**src/rtl/acc_mc_pkg.sv**
```systemverilog
package acc_mc_pkg;

  localparam int unsigned OPC_W = 8;

  localparam logic [OPC_W-1:0] OPC_CLEAR = 8'd0;
  localparam logic [OPC_W-1:0] OPC_ADDI  = 8'd1;
  localparam logic [OPC_W-1:0] OPC_ADDM  = 8'd2;
  localparam logic [OPC_W-1:0] OPC_STORE = 8'd3;
  localparam logic [OPC_W-1:0] OPC_BNZ   = 8'd4;

  typedef enum logic [2:0] {
    PH_FETCH  = 3'd0,
    PH_DECODE = 3'd1,
    PH_EX1    = 3'd2,
    PH_EX2    = 3'd3,
    PH_EX3    = 3'd4,
    PH_EX4    = 3'd5
  } phase_e;

  typedef enum logic [2:0] {
    ALU_NONE  = 3'd0,
    ALU_XPASS = 3'd1,
    ALU_SUB   = 3'd2,
    ALU_YPASS = 3'd3,
    ALU_ZERO  = 3'd4,
    ALU_ADD   = 3'd5
  } alu_op_e;

  typedef enum logic {
    XS_PC  = 1'b0,
    XS_ACC = 1'b1
  } x_sel_e;

  typedef enum logic [1:0] {
    YS_TWO = 2'd0,
    YS_MDR = 2'd1,
    YS_IMM = 2'd2
  } y_sel_e;

  typedef struct packed {
    logic    p0;
    logic    bz;
    logic    pc_from_imm;
    logic    ir_we;
    logic    mdr_we;
    logic    aout_we;
    logic    acc_we;
    logic    mem_rd;
    logic    mem_wr;
    logic    data_addr;
    x_sel_e  x_sel;
    y_sel_e  y_sel;
    alu_op_e alu_op;
  } ctrl_t;

endpackage

```
**src/rtl/acc_mc_rst_sync.sv**
```systemverilog
module acc_mc_rst_sync #(
  parameter int unsigned STAGES = 2
) (
  input  logic clk,
  input  logic rst_n,
  output logic rst_n_sync
);

  logic [STAGES-1:0] chain_q;

  always_ff @(posedge clk or negedge rst_n) begin
    if (!rst_n) begin
      chain_q <= '0;
    end else begin
      chain_q <= {chain_q[STAGES-2:0], 1'b1};
    end
  end

  assign rst_n_sync = chain_q[STAGES-1];

endmodule

```
**src/rtl/acc_mc_alu.sv**
```systemverilog
module acc_mc_alu
  import acc_mc_pkg::*;
#(
  parameter int unsigned W = 16
) (
  input  alu_op_e      op,
  input  logic [W-1:0] x,
  input  logic [W-1:0] y,
  output logic [W-1:0] res,
  output logic         zero
);

  always_comb begin
    unique case (op)
      ALU_XPASS: res = x;
      ALU_SUB:   res = x - y;
      ALU_YPASS: res = y;
      ALU_ADD:   res = x + y;
      default:   res = '0;
    endcase
  end

  assign zero = (res == '0);

endmodule

```
**src/rtl/acc_mc_ctrl.sv**
```systemverilog
module acc_mc_ctrl
  import acc_mc_pkg::*;
(
  input  logic             clk,
  input  logic             rst_n,
  input  logic [OPC_W-1:0] opcode,
  output ctrl_t            ctl,
  output phase_e           phase
);

  phase_e phase_q, phase_d;
  logic   opc_known;

  assign opc_known = (opcode == OPC_CLEAR) || (opcode == OPC_ADDI) ||
                     (opcode == OPC_ADDM)  || (opcode == OPC_STORE) ||
                     (opcode == OPC_BNZ);

  // next-phase selection
  always_comb begin
    phase_d = PH_FETCH;
    unique case (phase_q)
      PH_FETCH:  phase_d = PH_DECODE;
      PH_DECODE: phase_d = opc_known ? PH_EX1 : PH_FETCH;
      PH_EX1:    phase_d = (opcode == OPC_BNZ) ? PH_FETCH : PH_EX2;
      PH_EX2:    phase_d = (opcode == OPC_ADDM) ? PH_EX3 : PH_FETCH;
      PH_EX3:    phase_d = PH_EX4;
      default:   phase_d = PH_FETCH;
    endcase
  end

  always_ff @(posedge clk or negedge rst_n) begin
    if (!rst_n) begin
      phase_q <= PH_FETCH;
    end else begin
      phase_q <= phase_d;
    end
  end

  // per-phase control word
  always_comb begin
    ctl        = '0;
    ctl.x_sel  = XS_ACC;
    ctl.y_sel  = YS_IMM;
    ctl.alu_op = ALU_NONE;
    unique case (phase_q)
      PH_FETCH: begin
        ctl.ir_we  = 1'b1;
        ctl.mem_rd = 1'b1;
        ctl.x_sel  = XS_PC;
        ctl.y_sel  = YS_TWO;
        ctl.alu_op = ALU_ADD;
        ctl.p0     = 1'b1;
      end
      PH_EX1: begin
        if (opcode == OPC_CLEAR) begin
          ctl.alu_op  = ALU_ZERO;
          ctl.aout_we = 1'b1;
        end else if (opcode == OPC_ADDI) begin
          ctl.alu_op  = ALU_ADD;
          ctl.aout_we = 1'b1;
        end else if (opcode == OPC_ADDM || opcode == OPC_STORE) begin
          ctl.alu_op  = ALU_YPASS;
          ctl.aout_we = 1'b1;
        end else if (opcode == OPC_BNZ) begin
          ctl.alu_op      = ALU_XPASS;
          ctl.bz          = 1'b1;
          ctl.pc_from_imm = 1'b1;
        end
      end
      PH_EX2: begin
        if (opcode == OPC_CLEAR || opcode == OPC_ADDI) begin
          ctl.acc_we = 1'b1;
        end else if (opcode == OPC_ADDM) begin
          ctl.data_addr = 1'b1;
          ctl.mem_rd    = 1'b1;
          ctl.mdr_we    = 1'b1;
        end else if (opcode == OPC_STORE) begin
          ctl.data_addr = 1'b1;
          ctl.mem_wr    = 1'b1;
        end
      end
      PH_EX3: begin
        ctl.y_sel   = YS_MDR;
        ctl.alu_op  = ALU_ADD;
        ctl.aout_we = 1'b1;
      end
      PH_EX4: begin
        ctl.acc_we = 1'b1;
      end
      default: ;
    endcase
  end

  assign phase = phase_q;

endmodule

```
**src/rtl/acc_mc_dpath.sv**
```systemverilog
module acc_mc_dpath
  import acc_mc_pkg::*;
#(
  parameter int unsigned DATA_W = 16,
  parameter int unsigned ADDR_W = 8
) (
  input  logic                       clk,
  input  logic                       rst_n,
  input  ctrl_t                      ctl,
  input  logic [DATA_W-1:0]          mem_rdata,
  output logic [ADDR_W-1:0]          mem_addr,
  output logic [DATA_W-1:0]          mem_wdata,
  output logic [DATA_W-ADDR_W-1:0]   opcode,
  output logic [ADDR_W-1:0]          pc,
  output logic [DATA_W-1:0]          acc
);

  localparam int unsigned EXT_W = DATA_W - ADDR_W;

  logic [ADDR_W-1:0] pc_q, pc_d;
  logic [DATA_W-1:0] ir_q, mdr_q, aout_q, acc_q;
  logic [DATA_W-1:0] alu_x, alu_y, alu_res;
  logic [ADDR_W-1:0] imm;
  logic              alu_zero;
  logic              pc_we;

  assign imm    = ir_q[ADDR_W-1:0];
  assign opcode = ir_q[DATA_W-1:ADDR_W];

  // operand selection
  always_comb begin
    unique case (ctl.x_sel)
      XS_PC:   alu_x = {{EXT_W{1'b0}}, pc_q};
      default: alu_x = acc_q;
    endcase
    unique case (ctl.y_sel)
      YS_TWO:  alu_y = DATA_W'(2);
      YS_MDR:  alu_y = mdr_q;
      default: alu_y = {{EXT_W{1'b0}}, imm};
    endcase
  end

  acc_mc_alu #(.W(DATA_W)) u_alu (
    .op   (ctl.alu_op),
    .x    (alu_x),
    .y    (alu_y),
    .res  (alu_res),
    .zero (alu_zero)
  );

  // program counter write: unconditional step or branch on nonzero
  assign pc_we = ctl.p0 | (~alu_zero & ctl.bz);
  assign pc_d  = ctl.pc_from_imm ? imm : alu_res[ADDR_W-1:0];

  always_ff @(posedge clk or negedge rst_n) begin
    if (!rst_n) begin
      pc_q <= '0;
    end else if (pc_we) begin
      pc_q <= pc_d;
    end
  end

  always_ff @(posedge clk or negedge rst_n) begin
    if (!rst_n) begin
      ir_q <= '0;
    end else if (ctl.ir_we) begin
      ir_q <= mem_rdata;
    end
  end

  always_ff @(posedge clk or negedge rst_n) begin
    if (!rst_n) begin
      mdr_q <= '0;
    end else if (ctl.mdr_we) begin
      mdr_q <= mem_rdata;
    end
  end

  always_ff @(posedge clk or negedge rst_n) begin
    if (!rst_n) begin
      aout_q <= '0;
    end else if (ctl.aout_we) begin
      aout_q <= alu_res;
    end
  end

  always_ff @(posedge clk or negedge rst_n) begin
    if (!rst_n) begin
      acc_q <= '0;
    end else if (ctl.acc_we) begin
      acc_q <= aout_q;
    end
  end

  // address select: instruction fetch or data access
  assign mem_addr  = ctl.data_addr ? aout_q[ADDR_W-1:0] : pc_q;
  assign mem_wdata = acc_q;
  assign pc        = pc_q;
  assign acc       = acc_q;

endmodule

```
**src/rtl/acc_mc_core.sv**
```systemverilog
module acc_mc_core
  import acc_mc_pkg::*;
#(
  parameter int unsigned DATA_W = 16,
  parameter int unsigned ADDR_W = 8
) (
  input  logic              clk,
  input  logic              rst_n,
  output logic [ADDR_W-1:0] mem_addr,
  output logic              mem_rd,
  output logic              mem_wr,
  output logic [DATA_W-1:0] mem_wdata,
  input  logic [DATA_W-1:0] mem_rdata,
  output logic [2:0]        phase_o,
  output logic [ADDR_W-1:0] pc_o,
  output logic [DATA_W-1:0] acc_o
);

  localparam int unsigned OP_FIELD_W = DATA_W - ADDR_W;

  logic                  core_rst_n;
  ctrl_t                 ctl;
  phase_e                phase;
  logic [OP_FIELD_W-1:0] opcode;

  acc_mc_rst_sync #(.STAGES(2)) u_rst (
    .clk        (clk),
    .rst_n      (rst_n),
    .rst_n_sync (core_rst_n)
  );

  acc_mc_ctrl u_ctrl (
    .clk    (clk),
    .rst_n  (core_rst_n),
    .opcode (OPC_W'(opcode)),
    .ctl    (ctl),
    .phase  (phase)
  );

  acc_mc_dpath #(.DATA_W(DATA_W), .ADDR_W(ADDR_W)) u_dpath (
    .clk       (clk),
    .rst_n     (core_rst_n),
    .ctl       (ctl),
    .mem_rdata (mem_rdata),
    .mem_addr  (mem_addr),
    .mem_wdata (mem_wdata),
    .opcode    (opcode),
    .pc        (pc_o),
    .acc       (acc_o)
  );

  assign mem_rd  = ctl.mem_rd;
  assign mem_wr  = ctl.mem_wr;
  assign phase_o = phase;

endmodule

```
**config.mk**
```make
export PLATFORM = sky130hd
export DESIGN_NAME = acc_mc_core
export DESIGN_NICKNAME = d
export VERILOG_FILES = /design/src/rtl/acc_mc_pkg.sv /design/src/rtl/acc_mc_rst_sync.sv /design/src/rtl/acc_mc_alu.sv /design/src/rtl/acc_mc_ctrl.sv /design/src/rtl/acc_mc_dpath.sv /design/src/rtl/acc_mc_core.sv
export SDC_FILE = /design/constraint.sdc
export NUM_CORES = 1
export LEC_CHECK = 0
export ABC_CLOCK_PERIOD_IN_PS = 5100
export BUFFER_PORTS_ARGS = -buffer_cell sky130_fd_sc_hd__buf_2
export CORE_MARGIN = 2
export CORE_UTILIZATION = 25
export DETAILED_ROUTE_END_ITERATION = 12
export PLACE_DENSITY_LB_ADDON = 0.12
export RECOVER_POWER = 25
export SLEW_MARGIN = 20
export SYNTH_ARGS = -nofsm -noshare
export SYNTH_HDL_FRONTEND = slang
export SYNTH_SLANG_ARGS = --single-unit
```
**constraint.sdc**
```tcl
create_clock -name clk -period 5.1 [get_ports clk]
set_input_delay 0.51 -clock clk [delete_from_list [all_inputs] [get_ports clk]]
set_output_delay 0.51 -clock clk [all_outputs]
set_load 0.02 [all_outputs]
```
==> run metrics <==
synthesized cell area around 4900 sq um; Post-Synthesis Cells 527; pin count of the biggest net entering global routing 76; worst skew pair latency 0.35 ns; Crit path required time 5.39 ns; ys flop type dfrtp_1; placed insts between 800 and 900; WL/cell around 18 microns; synthesized flop and latch total 77; slowest cell on the critical path or4_4; syn avg cell area roughly 9.3 sq um; status finished with violations; Worst Tran Pin Value 2.69 ns; fin cells 855; Final Hold Viols 0; setup violators final 0; DPL Wire Length around 12,000 microns; Fmax achieved approximately 0.21 GHz; critical path fanouts, max 16; Final nets 620; vias 4,146; number of DRC violations after detailed-routing iteration 0 between 200 and 300; CTS clk-pin slew, worst paths approximately 0.06 ns; power density cells roughly 300 nW/um^2; fraction of layout cells with a size suffix above 1 0.273; initial antenna violation count 0; share of the synthesized area in the top cell type 0.392; die height about 140 microns; GRT overflow 0; vias in the first global route roughly 4,200; Yosys cell types between 60 and 70; H-tree levels 3; most frequent CP cell o31ai_2; Top delay family on crit path compound AO/OA/AOI/OAI gates; max-slew violations approximately 50; final core area utilization 0.299; post-synthesis sequential area ratio 0.392; Starting Density 0.253; I/O Buffers 70; Final Critical Period about 4.8 ns; first-pass GRT wire length roughly 24,000 microns; Synth area leader dfrtp_1; Post-Synthesis Net Count around 560; Worst Path Arrival between 5 and 6 ns; IO Pins between 70 and 80; post-route setup TNS 0 ns; 1st-pass router iterations 4; maximum clock insertion buffer count 2; Tcrit/Tclk final 0.942; Synth Warn # 0; Worst VDD drop around 150 uV; clk sinks a little under 80; Post-DRT Antenna Nets 0; min-delay worst type flip-flop to flip-flop; number of cell rows 51; worst path bufs/invs 1; Inserted Clock Buffers 9; synth top area cells dfrtp_1 39%, mux2_2 10%, nand2_1 5.9%; Clock Skews slightly below 0.008 ns; area delta synth->final 18.1%; CORE AREA just under 20,000 sq um; startpoint types flip-flop; Vias per Instance 4.85; max-cap violation count 1; critical path type flip-flop to flip-flop; leak pwr between 2 and 3 nW; TritonCTS clock tree built; CP endpoint kind flip-flop; routability cong. about 0.87; Max-slew headroom -0.795; wirelength, routed between 15,000 and 20,000 microns; total power between 1.5 and 2 mW; Slowest Stage Delay on Critical Path 0.53 ns; Post-synth EDFFs 0; GRT Overall Usage 0.157; # diodes 0; violated checks capacitance limit, slew limit; drt drc 0; ordered cell list for the critical path buf_4, or4_4, nor4_4, a31o_2, a31oi_1, xnor2_1, ha_1, nand2_1, o31ai_2, o211ai_1, o31ai_2, o31ai_1, or3_1, and4b_4, a22oi_4, o22a_1; Post-synth ARST share 1.00; die area roughly 21,000 sq um; Die X 144 microns; root buffer selected by CTS clkbuf_16; RSZ-0062 raised after global routing no
state kept, by name, summed over array words and instances, names as in the netlist:
signal          cells
u_dpath.pc          8
u_ctrl.phase        3
u_rst.chain_q       2
u_dpath.mdr_q      16
u_dpath.aout_q     16
u_dpath.acc        16
u_dpath.ir_q       16
synthesized netlist by cell type (2+ instances only):
| cell | instances |
|---|---|
| a2111oi_0 | 2 |
| a211oi_1 | 5 |
| a21o_1 | 9 |
| a21oi_1 | 31 |
| a31oi_1 | 18 |
| and2_1 | 12 |
| and3_1 | 6 |
| buf_2 | 7 |
| buf_4 | 16 |
| buf_6 | 3 |
| clkbuf_1 | 13 |
| dfrtp_1 | 77 |
| ha_1 | 16 |
| inv_1 | 10 |
| mux2_2 | 44 |
| mux2i_1 | 6 |
| nand2_1 | 77 |
| nand2b_1 | 5 |
| nand3_1 | 8 |
| nand4_1 | 3 |
| nor2_1 | 41 |
| nor2b_1 | 3 |
| nor3_1 | 8 |
| nor3b_1 | 3 |
| o211ai_1 | 3 |
| o21a_1 | 9 |
| o21ai_0 | 20 |
| o22a_1 | 9 |
| o22ai_1 | 8 |
| o31ai_1 | 6 |
| or2_2 | 4 |
| or3_1 | 2 |
| xnor2_1 | 9 |
| xor2_1 | 7 |
metal layers:
metal | share of wire | global-route usage | vias up
met2 | 0.42 | 0.233 | 102
li1 | - | - | 2012
met1 | 0.50 | 0.223 | 2008
met3 | 0.042 | 0.0285 | 24
met5 | 0 | 0 | -
met4 | 0.030 | 0.0710 | 0
metrics by stage:
step,setup slack [ns],hold slack (ns),instance area [sq um]
5_1_grt,0.0513,0.370,5800
2_1_floorplan,0.511,0.214,4910
3_3_place_gp,0.265,0.294,5460
3_5_place_dp,0.0804,0.297,5460
4_1_cts,0.0476,0.351,5790
6_report,0.293,0.354,5800
cell families after synthesis:
group           Yosys count  share of synthesized area
mux                      50                      0.113
buf+inv                  50                     0.0568
xor+xnor                 16                     0.0285
fa+ha+maj                17                     0.0448
flops                    77                      0.392
simple gates            181                      0.176
other cells               1                   0.000764
compound gates          135                      0.188
cells in the final DEF, fill, tap and decap left out, types with 10 or more instances in the layout:
master and instances:
a21oi_1 31, a31oi_1 18, buf_4 14, dfrtp_1 77
buf_2 69, nand2_1 77, o21ai_0 20, inv_1 10
and2_1 12, mux2_2 44, nor2_1 40, ha_1 16
power breakdown:
part / switching (mW) / leakage (nW) / internal (mW)
Clock: 0.253 / 0.159 / 0.439
Combinational: 0.184 / 1.60 / 0.130
Sequential: 0.0580 / 1.00 / 0.655
Total: 0.495 / 2.76 / 1.22
what timing repair did:
item | in CTS | in global routing
hold endpoints to repair | 2 | 0
gates resized for setup | 0 | 2
setup buffers | 0 | 0
hold buffers | 1 | 0
setup endpoints to repair | 0 | 8
area by class of cell:
cell class | count | area, sq um
Tap cell | 265 | 332
Clock inverter | 5 | 75.1
Fill cell | 2118 | 13600
Sequential cell | 77 | 1930
Inverter | 11 | 41.3
Timing Repair Buffer | 86 | 468
Clock buffer | 11 | 243
Multi-Input combinational cell | 400 | 2710
path summary, 6_finish.rpt:
| path | startpoint | end | slack, ns | depth (start not counted) |
|---|---|---|---|---|
| max | u_ctrl.phase[0]$_DFF_PN0_ | u_dpath.pc[7]$_DFFE_PN0P_ | 0.29 | 16 |
| min | u_rst.chain_q[0]$_DFF_PN0_ | u_rst.chain_q[1]$_DFF_PN0_ | 0.35 | 0 |
| max reg2reg | u_ctrl.phase[0]$_DFF_PN0_ | u_dpath.pc[7]$_DFFE_PN0P_ | 0.29 | 16 |
| min reg2reg | u_rst.chain_q[0]$_DFF_PN0_ | u_rst.chain_q[1]$_DFF_PN0_ | 0.35 | 0 |
| max in group asynchronous | u_rst.chain_q[1]$_DFF_PN0_ | u_dpath.acc[12]$_DFFE_PN0P_ | 1.53 | 1 |
| min in group asynchronous | u_rst.chain_q[1]$_DFF_PN0_ | u_dpath.mdr_q[6]$_DFFE_PN0P_ | 0.46 | 0 |
Power figures use the tool's default switching activity.
